==> config.mk <==
export PLATFORM = sky130hd
export DESIGN_NAME = dp_burst_sched
export DESIGN_NICKNAME = d
export VERILOG_FILES = /design/src/rtl/dp_burst_sched_pkg.sv /design/src/rtl/dp_sched_sampler.sv /design/src/rtl/dp_sched_fsm.sv /design/src/rtl/dp_sched_addr_regs.sv /design/src/rtl/dp_burst_sched.sv
export SDC_FILE = /design/constraint.sdc
export NUM_CORES = 1
export LEC_CHECK = 0
export CAP_MARGIN = 20
export CORE_UTILIZATION = 49
export DETAILED_ROUTE_END_ITERATION = 8
export PLACE_DENSITY = 0.9
export SLEW_MARGIN = 20
export SYNTH_ARGS = -nofsm -noshare
export SYNTH_HDL_FRONTEND = slang
export SYNTH_SLANG_ARGS = --single-unit
==> constraint.sdc <==
create_clock -name clk -period 3.3 [get_ports clk]
set_input_delay 0.66 -clock clk [delete_from_list [all_inputs] [get_ports clk]]
set_output_delay 0.66 -clock clk [all_outputs]
set_load 0.02 [all_outputs]
==> src/rtl/dp_burst_sched_pkg.sv <==
package dp_burst_sched_pkg;

    typedef enum logic [1:0] {
        HIST_IDLE = 2'd0,
        HIST_RD   = 2'd1,
        HIST_WR   = 2'd2
    } hist_e;

    localparam int unsigned NUM_PORTS = 2;
    localparam int unsigned PORT_RD   = 0;
    localparam int unsigned PORT_WR   = 1;

endpackage

==> src/rtl/dp_sched_sampler.sv <==
module dp_sched_sampler #(
    parameter int unsigned ADDR_W = 20
) (
    input  logic              clk,
    input  logic              rst_n,
    input  logic              rd_sel_n,
    input  logic              wr_sel_n,
    input  logic [ADDR_W-1:0] addr_in,
    output logic              rd_req_q,
    output logic              wr_req_q,
    output logic [ADDR_W-1:0] addr_q
);

    always_ff @(posedge clk or negedge rst_n) begin
        if (!rst_n) begin
            rd_req_q <= 1'b0;
            wr_req_q <= 1'b0;
            addr_q   <= '0;
        end else begin
            rd_req_q <= ~rd_sel_n;
            wr_req_q <= ~wr_sel_n;
            addr_q   <= addr_in;
        end
    end

endmodule

==> src/rtl/dp_sched_fsm.sv <==
module dp_sched_fsm
    import dp_burst_sched_pkg::*;
(
    input  logic                 clk,
    input  logic                 rst_n,
    input  logic                 rd_req_q,
    input  logic                 wr_req_q,
    output logic [NUM_PORTS-1:0] grant,
    output logic                 rd_start,
    output logic                 wr_start
);

    hist_e hist_q;
    hist_e hist_d;

    always_ff @(posedge clk or negedge rst_n) begin
        if (!rst_n) begin
            hist_q <= HIST_IDLE;
        end else begin
            hist_q <= hist_d;
        end
    end

    always_comb begin
        grant  = '0;
        hist_d = HIST_IDLE;
        unique case (hist_q)
            HIST_IDLE: begin
                if (rd_req_q) begin
                    grant[PORT_RD] = 1'b1;
                    hist_d         = HIST_RD;
                end else if (wr_req_q) begin
                    grant[PORT_WR] = 1'b1;
                    hist_d         = HIST_WR;
                end
            end
            HIST_RD: begin
                if (wr_req_q) begin
                    grant[PORT_WR] = 1'b1;
                    hist_d         = HIST_WR;
                end
            end
            HIST_WR: begin
                if (rd_req_q) begin
                    grant[PORT_RD] = 1'b1;
                    hist_d         = HIST_RD;
                end
            end
            default: begin
                hist_d = HIST_IDLE;
            end
        endcase
    end

    always_comb begin
        rd_start = (hist_q == HIST_RD);
        wr_start = (hist_q == HIST_WR);
    end

    AST_ONE_GRANT: assert property (@(posedge clk) disable iff (!rst_n)
        $countones(grant) <= 1);
    AST_RD_AFTER_RD: assert property (@(posedge clk) disable iff (!rst_n)
        (hist_q == HIST_RD) |-> !grant[PORT_RD]);
    AST_WR_AFTER_WR: assert property (@(posedge clk) disable iff (!rst_n)
        (hist_q == HIST_WR) |-> !grant[PORT_WR]);
    AST_BOTH_IDLE: assert property (@(posedge clk) disable iff (!rst_n)
        (rd_req_q && wr_req_q && hist_q == HIST_IDLE) |=> rd_start);
    AST_BOTH_AFTER_RD: assert property (@(posedge clk) disable iff (!rst_n)
        (rd_req_q && wr_req_q && hist_q == HIST_RD) |=> wr_start);
    AST_BOTH_AFTER_WR: assert property (@(posedge clk) disable iff (!rst_n)
        (rd_req_q && wr_req_q && hist_q == HIST_WR) |=> rd_start);
    AST_NO_PHANTOM: assert property (@(posedge clk) disable iff (!rst_n)
        (!rd_req_q && !wr_req_q) |=> (!rd_start && !wr_start));

endmodule

==> src/rtl/dp_sched_addr_regs.sv <==
module dp_sched_addr_regs
    import dp_burst_sched_pkg::*;
#(
    parameter int unsigned ADDR_W = 20
) (
    input  logic                 clk,
    input  logic                 rst_n,
    input  logic [NUM_PORTS-1:0] load,
    input  logic [ADDR_W-1:0]    addr_q,
    output logic [ADDR_W-1:0]    port_addr [NUM_PORTS]
);

    for (genvar p = 0; p < NUM_PORTS; p++) begin : g_port
        always_ff @(posedge clk or negedge rst_n) begin
            if (!rst_n) begin
                port_addr[p] <= '0;
            end else if (load[p]) begin
                port_addr[p] <= addr_q;
            end
        end

        AST_ADDR_HOLD: assert property (@(posedge clk) disable iff (!rst_n)
            !load[p] |=> $stable(port_addr[p]));
    end

endmodule

==> src/rtl/dp_burst_sched.sv <==
module dp_burst_sched
    import dp_burst_sched_pkg::*;
#(
    parameter int unsigned ADDR_W = 20
) (
    input  logic              clk,
    input  logic              rst_n,
    input  logic              rd_sel_n,
    input  logic              wr_sel_n,
    input  logic [ADDR_W-1:0] addr_in,
    output logic              rd_start,
    output logic              wr_start,
    output logic [ADDR_W-1:0] rd_addr,
    output logic [ADDR_W-1:0] wr_addr
);

    logic                 rd_req_q;
    logic                 wr_req_q;
    logic [ADDR_W-1:0]    addr_q;
    logic [NUM_PORTS-1:0] grant;
    logic [ADDR_W-1:0]    port_addr [NUM_PORTS];

    dp_sched_sampler #(.ADDR_W(ADDR_W)) u_sampler (
        .clk      (clk),
        .rst_n    (rst_n),
        .rd_sel_n (rd_sel_n),
        .wr_sel_n (wr_sel_n),
        .addr_in  (addr_in),
        .rd_req_q (rd_req_q),
        .wr_req_q (wr_req_q),
        .addr_q   (addr_q)
    );

    dp_sched_fsm u_fsm (
        .clk      (clk),
        .rst_n    (rst_n),
        .rd_req_q (rd_req_q),
        .wr_req_q (wr_req_q),
        .grant    (grant),
        .rd_start (rd_start),
        .wr_start (wr_start)
    );

    dp_sched_addr_regs #(.ADDR_W(ADDR_W)) u_addr (
        .clk       (clk),
        .rst_n     (rst_n),
        .load      (grant),
        .addr_q    (addr_q),
        .port_addr (port_addr)
    );

    assign rd_addr = port_addr[PORT_RD];
    assign wr_addr = port_addr[PORT_WR];

    AST_START_EXCL: assert property (@(posedge clk) disable iff (!rst_n)
        !(rd_start && wr_start));
    AST_RD_PULSE: assert property (@(posedge clk) disable iff (!rst_n)
        rd_start |=> !rd_start);
    AST_WR_PULSE: assert property (@(posedge clk) disable iff (!rst_n)
        wr_start |=> !wr_start);

endmodule

==> reports/summary.txt <==
Fillers -> 257
All-Layer GR Usage -> 0.2033
CP delay by family, top -> simple AND/OR/NAND/NOR gates
drt drc -> 0
Synth Net Count -> 181
CP Data Arrival Time -> 2.53 ns
port bufs -> 65
CTS tree -> yes
vias -> 1350
RSZ-0062 raised after global routing -> false
synthesized flop and latch total -> 64
hold path depth -> 2
Remaining Overflow, GRT -> 0
ANT nets after route -> 0
Core Footprint -> 4086 um2
Syn Std Cell Area -> 2142 um2
clock root buffer -> clkbuf_8
initial antenna violation count -> 0
WL per Instance -> 14.55 um
fin cells -> 284
cell count after synthesis -> 157
Worst Hold Class -> reg -> reg
crit path launch type -> register
period utilisation layout -> 0.7005
Hold EP -> u_addr.port_addr[39]
via/cell ratio -> 4.754
initial core utilization -> 0.5242
hold path start -> u_sampler.addr_q[19]
DIE WIDTH -> 68.12 um
slew margin rel. -> 0.4953
post-placement setup slack -> 1.004 ns
CTS Buf Count -> 9
Detailed Route WL -> 4133 um
R2R Setup Slk -> 0.99 ns
outcome -> complete, no violations
setup TNS -> 0 ns
Setup Skew -> 0.006021 ns
DR pass1 iterations -> 4
final worst setup slack -> 0.9882 ns
WP data required -> 3.51 ns
sequential element share of the synthesized area -> 0.7477
Critical R2R Launch -> u_fsm.hist_q[0]
die area -> 4640 um2
Max Cap Violations -> 0
Setup-failing EPs final -> 0
placed cell areas -> 2826 um2
first-pass GRT wire length -> 6479 um
critical path type -> reg -> reg
Die Y -> 68.12 um
total setup buffers inserted after CTS -> 0
final hold vios -> 0
Reg2Reg Depth -> 5
yosys warns -> 0
antenna diode instance count -> 0
P&R area growth vs syn -> 41.24%
Post-Place Cells -> 268
crit path capture type -> register
hold_ws -> 0.4640 ns
Reg clk slew, reported paths -> 0.07 ns
vias in the first global route -> 1412
Avg Inst Size Synth -> 13.64 um2
RR Endpoint -> u_addr.port_addr[0]
Power Dens Cells -> 666.2 nW/um2
Clock Latency Late Sink -> 0.33 ns
I/O pin count -> 66
CP max-delay cell -> nor3b_4
routability cong. -> 0.7366
crit path max fanout -> 22
slowest cell delay on critical path -> 0.50 ns
post-layout min period -> 2.312 ns
Final Slew Violations -> 0
design area -> 3025 um2
final HPWL from detailed placement -> 2838 um
CTS Sinks -> 64
row cnt -> 23
htree depth -> 3
share of post-route cells with drive strength above 1 -> 0.1709
largest net degree at the start of global routing -> 65
PnR Total Power -> 2.016 mW
Iter 0 DRT Violations -> 122
CP Cell Sequence -> nand2b_2, inv_2, nor3b_4, buf_4, mux2_2
fmax -> 432.6 MHz
Synth cell types -> 11
final core occ -> 0.7404
cts-stage hold buffer count -> 0
WP buf/inv -> 2
worst slew pin tran -> 0.7570 ns
Clock Tree Buf Depth -> 2
fin nets -> 253
post-CTS sizing -> 0
Static Leak -> 1.404 nW
Max IR drop VDD -> 0.5286 mV
-- registers in the layout (all words and copies together) (netlist names) --
| register | count |
|---|---|
| u_addr.port_addr | 40 |
| u_fsm.hist_q | 2 |
| u_sampler.addr_q | 20 |
| u_sampler.rd_req_q | 1 |
| u_sampler.wr_req_q | 1 |
-- where the power goes --
part	total, mW	internal, mW	switching (mW)
Sequential	0.937	0.880	0.0562
Clock	0.657	0.388	0.269
Combinational	0.422	0.217	0.205
Total	2.02	1.49	0.530
-- Yosys cell counts (all sizes together) --
| library cell | instances | area (um2) |
|---|---|---|
| clkbuf | 3 | 11.26 |
| buf | 3 | 27.52 |
| nand2 | 60 | 225.2 |
| inv | 3 | 11.26 |
| mux2 | 20 | 225.2 |
| dfrtp | 64 | 1602 |
| nor2b | 2 | 12.51 |
| nand2b | 1 | 8.760 |
| nor3b | 1 | 18.77 |
-- worst register-to-register path, delay by kind of cell (launching register included) --
kind	cells	cell delay (ns)
multiplexers	1	0.37
AND/OR/NAND/NOR	2	0.88
buffers and inverters	2	0.60
flip-flops	1	0.35
-- cell families (layout without fill, tap and decap cells) --
kind of cell,Yosys count,in the layout,share of synthesized area
buffers and inverters,9,86,0.02336
DFF,64,64,0.7477
muxes,20,20,0.1051
and+or+nand+nor,64,64,0.1238
-- cells in the final DEF (no fill, tap or decap) --
cell type,n
nor3b_4,1
mux2_2,20
nor2b_1,2
clkdlybuf4s50_1,64
nand2_1,60
inv_2,1
nand2b_2,1
buf_4,2
clkinv_2,2
dfrtp_1,64
clkbuf_1,2
clkbuf_8,11
bufinv_16,1
inv_1,2
buf_2,1
-- layout make-up --
type	count	area (um2)	area share
inverters	3	11.26	0.003722
clock buffers	13	158.9	0.05252
repair buffers	67	660.6	0.2184
clock inverters	3	40.04	0.01323
flip-flops and latches	64	1602	0.5294
multi-input cells	84	490.5	0.1621
well taps	50	62.56	0.02068
-- routing by layer --
metal | up-vias | wire, um | track usage
met5 | - | 0 | 0
met4 | 0 | 88 | 0.1120
li1 | 637 | - | -
met2 | 34 | 2310 | 0.3321
met3 | 8 | 106 | 0.06000
met1 | 671 | 1628 | 0.2396
-- how the worst max path moves through the flow --
stage	startpoint	slack [ns]	to	cells past startpoint
3_5_place_dp	u_fsm.hist_q[0]	1.00	u_addr.port_addr[5]	5
5_1_grt	u_fsm.hist_q[0]	0.84	u_addr.port_addr[19]	5
6_report	u_fsm.hist_q[0]	0.99	u_addr.port_addr[0]	5
4_1_cts	u_fsm.hist_q[0]	0.98	u_addr.port_addr[0]	5
3_3_place_gp	u_fsm.hist_q[0]	1.09	u_addr.port_addr[8]	5
2_1_floorplan	u_fsm.hist_q[1]	1.91	wr_start	1
(Power assumes the default switching activity.)
